File: config.mk
export PLATFORM = sky130hd
export DESIGN_NAME = dec_fwd_stage
export DESIGN_NICKNAME = d
export VERILOG_FILES = /design/src/rtl/dec_pkg.sv /design/src/rtl/dec_ctrl.sv /design/src/rtl/dec_branch.sv /design/src/rtl/dec_hazard.sv /design/src/rtl/dec_fwd_stage.sv
export SDC_FILE = /design/constraint.sdc
export NUM_CORES = 1
export LEC_CHECK = 0
export BUFFER_PORTS_ARGS = -buffer_cell sky130_fd_sc_hd__buf_2
export CORE_MARGIN = 3
export CORE_UTILIZATION = 40
export CTS_CLUSTER_SIZE = 10
export DETAILED_ROUTE_END_ITERATION = 8
export GPL_TIMING_DRIVEN = 0
export PLACE_DENSITY_LB_ADDON = 0.3
export RECOVER_POWER = 50
export SYNTH_ARGS = -nofsm -noshare
export SYNTH_HDL_FRONTEND = slang
export SYNTH_SLANG_ARGS = --single-unit
File: constraint.sdc
create_clock -name clk -period 1.1 [get_ports clk]
set_input_delay 0.055 -clock clk [delete_from_list [all_inputs] [get_ports clk]]
set_output_delay 0.055 -clock clk [all_outputs]
set_load 0.01 [all_outputs]
File: src/rtl/dec_pkg.sv
// Shared constants for the decode stage: instruction field layout,
// opcode values and status flag bit positions.
// Assumes a 24-bit word: opcode, A field, B field, immediate/address.
package dec_pkg;
    localparam int OP_W     = 8;
    localparam int REG_AW   = 3;
    localparam int FIELD_W  = 10;
    localparam int FLAG_W   = 3;
    localparam int NUM_SRC  = 2;
    localparam int INSTR_W  = OP_W + NUM_SRC * REG_AW + FIELD_W;
    localparam int OP_LSB   = INSTR_W - OP_W;
    localparam int SRCA_LSB = OP_LSB - REG_AW;
    localparam int SRCB_LSB = SRCA_LSB - REG_AW;

    localparam logic [OP_W-1:0] OP_NOP      = 8'h00;
    localparam logic [OP_W-1:0] OP_FIRST_WR = 8'h01;
    localparam logic [OP_W-1:0] OP_STORE    = 8'h0F;
    localparam logic [OP_W-1:0] OP_LAST_WR  = 8'h19;
    localparam logic [OP_W-1:0] OP_JC       = 8'h1A;
    localparam logic [OP_W-1:0] OP_JNC      = 8'h1B;
    localparam logic [OP_W-1:0] OP_JP       = 8'h1C;
    localparam logic [OP_W-1:0] OP_JNP      = 8'h1D;
    localparam logic [OP_W-1:0] OP_JZ       = 8'h1E;
    localparam logic [OP_W-1:0] OP_JNZ      = 8'h1F;
    localparam logic [OP_W-1:0] OP_JMP      = 8'h21;

    localparam int FLG_CARRY  = 0;
    localparam int FLG_ZERO   = 1;
    localparam int FLG_PARITY = 2;

    // Controls carried from decode into execute.
    typedef struct packed {
        logic [OP_W-1:0]    alu_op;
        logic [FIELD_W-1:0] imm;
        logic [REG_AW-1:0]  wr_addr;
        logic               reg_we;
        logic               ram_we;
    } ex_ctrl_t;
endpackage

File: src/rtl/dec_ctrl.sv
// Opcode classifier. Tells whether the opcode writes a register, writes
// data memory, or is defined at all. Purely combinational; the caller
// registers the results into the execute stage.
module dec_ctrl
    import dec_pkg::*;
(
    input  logic [OP_W-1:0] op_i,
    output logic            reg_we_o,
    output logic            ram_we_o,
    output logic            valid_o
);
    // Classify the opcode into write classes and the defined space.
    always_comb begin
        reg_we_o = (op_i >= OP_FIRST_WR) && (op_i <= OP_LAST_WR) && (op_i != OP_STORE);
        ram_we_o = (op_i == OP_STORE);
        valid_o  = (op_i <= OP_JNZ) || (op_i == OP_JMP);
    end
endmodule

File: src/rtl/dec_branch.sv
// Branch resolver. Decides whether fetch must take the target in the
// address field. Assumes flags are already settled, which the NOPs that
// code places ahead of each jump guarantee.
module dec_branch
    import dec_pkg::*;
(
    input  logic [OP_W-1:0]   op_i,
    input  logic [FLAG_W-1:0] flags_i,
    output logic              taken_o
);
    // Pick the flag and polarity for each branch opcode.
    always_comb begin
        unique case (op_i)
            OP_JMP:  taken_o = 1'b1;
            OP_JC:   taken_o =  flags_i[FLG_CARRY];
            OP_JNC:  taken_o = ~flags_i[FLG_CARRY];
            OP_JP:   taken_o =  flags_i[FLG_PARITY];
            OP_JNP:  taken_o = ~flags_i[FLG_PARITY];
            OP_JZ:   taken_o =  flags_i[FLG_ZERO];
            OP_JNZ:  taken_o = ~flags_i[FLG_ZERO];
            default: taken_o = 1'b0;
        endcase
    end
endmodule

File: src/rtl/dec_hazard.sv
// Forwarding detector. Compares the destination of the instruction in
// execute with each source field in decode, one comparator per side.
// Assumes the execute-stage enable already excludes non-writers.
module dec_hazard
    import dec_pkg::*;
#(
    parameter int SRCS = NUM_SRC
) (
    input  logic                        ex_we_i,
    input  logic [REG_AW-1:0]           ex_wa_i,
    input  logic [SRCS-1:0][REG_AW-1:0] src_i,
    output logic [SRCS-1:0]             fwd_o
);
    for (genvar g = 0; g < SRCS; g++) begin : g_side
        // Flag a side whose source is written by the instruction in execute.
        always_comb fwd_o[g] = ex_we_i && (ex_wa_i == src_i[g]);
    end
endmodule

File: src/rtl/dec_fwd_stage.sv
// Decode and operand-fetch stage. Drives the register file read
// addresses and the branch select combinationally, and registers the
// execute controls and forward selects on the rising edge.
// Assumes the register file passes a same-cycle write to its read port,
// and that NOPs sit ahead of jumps (no flush here).
module dec_fwd_stage
    import dec_pkg::*;
(
    input  logic                clk,
    input  logic                rst_n,
    input  logic [INSTR_W-1:0]  instr_i,
    input  logic [FLAG_W-1:0]   flags_i,
    output logic [REG_AW-1:0]   rd_addr_a_o,
    output logic [REG_AW-1:0]   rd_addr_b_o,
    output logic                br_sel_o,
    output logic [FIELD_W-1:0]  br_addr_o,
    output logic [OP_W-1:0]     ex_alu_op_o,
    output logic [FIELD_W-1:0]  ex_imm_o,
    output logic [REG_AW-1:0]   ex_wr_addr_o,
    output logic                ex_reg_we_o,
    output logic                ex_ram_we_o,
    output logic                ex_fwd_a_o,
    output logic                ex_fwd_b_o
);
    logic [OP_W-1:0]              op;
    logic [FIELD_W-1:0]           field;
    logic [NUM_SRC-1:0][REG_AW-1:0] srcs;
    logic                         c_reg_we, c_ram_we, c_valid;
    logic [NUM_SRC-1:0]           fwd_nxt;
    ex_ctrl_t                     ctl_nxt, ctl_q;
    logic [NUM_SRC-1:0]           fwd_q;

    // Split the instruction word into its fields.
    always_comb begin
        op      = instr_i[OP_LSB +: OP_W];
        srcs[0] = instr_i[SRCA_LSB +: REG_AW];
        srcs[1] = instr_i[SRCB_LSB +: REG_AW];
        field   = instr_i[FIELD_W-1:0];
    end

    dec_ctrl u_ctrl (
        .op_i     (op),
        .reg_we_o (c_reg_we),
        .ram_we_o (c_ram_we),
        .valid_o  (c_valid)
    );

    dec_branch u_branch (
        .op_i    (op),
        .flags_i (flags_i),
        .taken_o (br_sel_o)
    );

    dec_hazard #(.SRCS(NUM_SRC)) u_hazard (
        .ex_we_i (ctl_q.reg_we),
        .ex_wa_i (ctl_q.wr_addr),
        .src_i   (srcs),
        .fwd_o   (fwd_nxt)
    );

    // Assemble the controls headed for execute.
    always_comb begin
        ctl_nxt.alu_op  = c_valid ? op : OP_NOP;
        ctl_nxt.imm     = field;
        ctl_nxt.wr_addr = srcs[0];
        ctl_nxt.reg_we  = c_reg_we;
        ctl_nxt.ram_we  = c_ram_we;
    end

    // Decode-to-execute pipeline register; reset loads the NOP state.
    always_ff @(posedge clk) begin
        if (!rst_n) begin
            ctl_q <= '0;
            fwd_q <= '0;
        end else begin
            ctl_q <= ctl_nxt;
            fwd_q <= fwd_nxt;
        end
    end

    // Drive the outputs.
    always_comb begin
        rd_addr_a_o  = srcs[0];
        rd_addr_b_o  = srcs[1];
        br_addr_o    = field;
        ex_alu_op_o  = ctl_q.alu_op;
        ex_imm_o     = ctl_q.imm;
        ex_wr_addr_o = ctl_q.wr_addr;
        ex_reg_we_o  = ctl_q.reg_we;
        ex_ram_we_o  = ctl_q.ram_we;
        ex_fwd_a_o   = fwd_q[0];
        ex_fwd_b_o   = fwd_q[1];
    end


    reg_write_chk: assert property (@(posedge clk) disable iff (!rst_n)
        (instr_i[OP_LSB +: OP_W] >= 8'h01 && instr_i[OP_LSB +: OP_W] <= 8'h19
         && instr_i[OP_LSB +: OP_W] != 8'h0F)
        |=> ex_reg_we_o && ex_wr_addr_o == $past(instr_i[SRCA_LSB +: REG_AW]));


    store_excl_chk: assert property (@(posedge clk) disable iff (!rst_n)
        ex_ram_we_o |-> !ex_reg_we_o);


    nop_quiet_chk: assert property (@(posedge clk) disable iff (!rst_n)
        (instr_i[OP_LSB +: OP_W] == 8'h00) |=> !ex_reg_we_o && !ex_ram_we_o);


    fwd_a_chk: assert property (@(posedge clk) disable iff (!rst_n)
        (ex_reg_we_o && ex_wr_addr_o == rd_addr_a_o) |=> ex_fwd_a_o);


    fwd_b_chk: assert property (@(posedge clk) disable iff (!rst_n)
        (ex_reg_we_o && ex_wr_addr_o == rd_addr_b_o) |=> ex_fwd_b_o);


    no_fwd_chk: assert property (@(posedge clk) disable iff (!rst_n)
        !ex_reg_we_o |=> !ex_fwd_a_o && !ex_fwd_b_o);


    jmp_taken_chk: assert property (@(posedge clk) disable iff (!rst_n)
        (instr_i[OP_LSB +: OP_W] == 8'h21) |-> br_sel_o && br_addr_o == instr_i[FIELD_W-1:0]);
endmodule

==> flow_summary.toml <==
[outcome]
outcome = "finished, final reports clean"

[clock_tree]
insertion_delay_ns = 0.30
clk_pin_slew_ns = 0.12
max-clock-path-buffers = 2
cts_made_buffers = 3
tritoncts = "yes"
htree_num_levels = 1
ctsRootBufferMaster = "clkbuf_4"
cts_sinks = 25

[sta]
post-route-min-period_ns = 1.05
slew_viol_final = 0
tns_ns = 0
rsz0062_at_grt = "no"
whs_ns = 0.00483
finalHoldViolCount = 0
setup_violations = 0
worst_pin_slew_ns = 0.719
fin_worst_skew_ns = 0.00942
min_period_over_period = 0.959
slew_headroom = 0.514
fmax_mhz = 948

[floorplan]
initial_core_util = 0.440
io_pins = 71
die_w_um = 56.2
dieHeight_um = 56.2
die_area_um2 = 3160
core_um2 = 2300
placement_rows = 17

[placed_design]
place_hpwl_um = 1820
portBuffers = 68
place_congestion = 0.735

[finish]
n_antenna_cell = 0
layout_common_cells = "buf_2, dfxtp_1, clkbuf_1"
drive_above_1_share = 0.399
final_common_cell = "buf_2"
fin_nets = 213
area_growth_pct = 50.8

[drt]
antenna_left = 0
first_pass_iters = 4
avgViaCountPerCell = 4.42
drcViolationCount = 0
wl_per_cell_um = 11.8
wl_um = 2490
drt-initial-drc-count = 23
vias = 933

[global_routing]
antenna_found_initial = 0
grt_util_all_layers = 0.160
grt_pass1_wl_um = 4080
grt_overflow_total = 0
grt_max_degree = 14
first_global_vias = 934

[logic_synthesis]
synth.ff_latch_count = 25
syn_avg_cell_area_um2 = 10.4
syn_inst = 97
ys_warn_count = 0
synthesis.area_um2 = 1010
yosysSeqAreaShare = 0.496
post_synth_num_cell_types = 26

[critical_path]
path_max_fanout = 8
cp_cell_sequence = "clkbuf_4 -> mux2_1 -> o2111ai_1 -> o211ai_1 -> buf_2"
regToRegSetupSlack_ns = 0.23
cp_slowest_cell = "mux2_1"
cp-start-kind = "input pin"
cp_data_arrival_time_ns = 1.00
cp-end-kind = "output pin"
cpPeakStageDelay_ns = 0.33
critPathRequiredTime_ns = 1.04
cpLargestDelayFamily = "multiplexers"
r2r_cells = 2
critical_path_class = "input pin to output pin"
worstReg2RegStart = "ex_wr_addr_o[2]"
rr_endpoint = "fwd_q[0]"
cp.buffers_inverters = 2

[flow_run]
maxCapViolCount = 0

[min_path]
min-delay-start = "instr_i[21]"
worstHoldPathType = "input pin to flip-flop"
whs_endpoint = "ex_alu_op_o[0]"
hold_depth = 2

[power]
leakage_nw = 0.738
p_per_area_nw_per_um2 = 1090
ir_drop_uv = 756
p_total_mw = 1.66
cells by family (layout without fill, tap and decap cells):
kind of cell	Yosys count	count (layout)	share of synthesized area
DFF	25	25	0.496
muxes	2	2	0.0211
and+or+nand+nor	35	35	0.233
AOI/OAI and AO/OA	9	9	0.0570
other	1	2	0.00371
xor gates and xnor gates	6	6	0.0520
buffers and inverters	19	104	0.138
worst max-delay path by stage:
stage	startpoint	to	depth (start not counted)
6_report	instr_i[17]	br_sel_o	5
5_1_grt	instr_i[15]	rd_addr_a_o[2]	4
4_1_cts	instr_i[22]	br_sel_o	5
3_5_place_dp	instr_i[22]	br_sel_o	5
3_3_place_gp	instr_i[17]	ex_reg_we_o	4
2_1_floorplan	instr_i[18]	ex_reg_we_o	4
flip-flops by register name (all words and copies together) (netlist names):
signal / flops
ex_alu_op_o: 8
fwd_q: 2
ex_reg_we_o: 1
ex_wr_addr_o: 3
ex_imm_o: 10
ex_ram_we_o: 1
cells in the mapped netlist:
library cell	n	area share
a21o_1	1	0.0074
a21oi_1	3	0.015
a22o_1	1	0.0087
and2_1	18	0.11
and4bb_1	1	0.012
buf_4	16	0.12
buf_6	1	0.011
clkbuf_1	2	0.0074
conb_1	1	0.0037
dfxtp_1	25	0.50
mux2_1	1	0.011
mux2i_1	1	0.0099
nand2_1	3	0.011
nand3_1	3	0.015
nand4_1	1	0.0062
nor2_1	2	0.0074
nor3b_1	1	0.0074
nor4_1	3	0.019
nor4b_1	1	0.0087
nor4b_4	1	0.024
o2111ai_1	1	0.0087
o211ai_1	1	0.0074
o21ai_0	1	0.0050
o21ai_1	1	0.0050
or4_4	1	0.011
xor2_1	6	0.052
per-layer routing:
metal	wire length, um	vias up	global-route usage	share of wire
met3	201	4	0.0441	0.081
met1	898	410	0.166	0.36
met4	31	0	0.0441	0.012
met2	1360	42	0.309	0.55
met5	0	-	0	0
li1	-	477	-	-
through the flow:
step	area, um2	utilization	instances	setup slack (ns)
finish	1520	0.663	211	0.0455
global route	1520	0.663	211	0.0146
CTS	1550	0.673	211	0.00878
detailed placement	1390	0.605	194	0.0323
global placement	1390	0.605	194	0.0656
floorplan	1010	-	98	0.159
final cells by class:
class	instances	area, um2
Sequential cell	25	500
Tap cell	28	35.0
Buffer	19	139
Fill cell	202	774
Clock buffer	4	26.3
Timing Repair Buffer	81	450
Multi-Input combinational cell	54	372
timing repair:
action                                  in CTS  in global routing
setup buffers                                0                  0
endpoints found under the setup margin       0                  1
gates resized for setup                      0                  3
hold endpoints to repair                    13                  0
hold buffers                                13                  0
report_power, final:
part	total [mW]	switching, mW	internal, mW
Sequential	0.951	0.0119	0.939
Combinational	0.329	0.151	0.179
Clock	0.382	0.241	0.141
Total	1.66	0.403	1.26
Note: power is estimated with default switching activity, not from simulation.
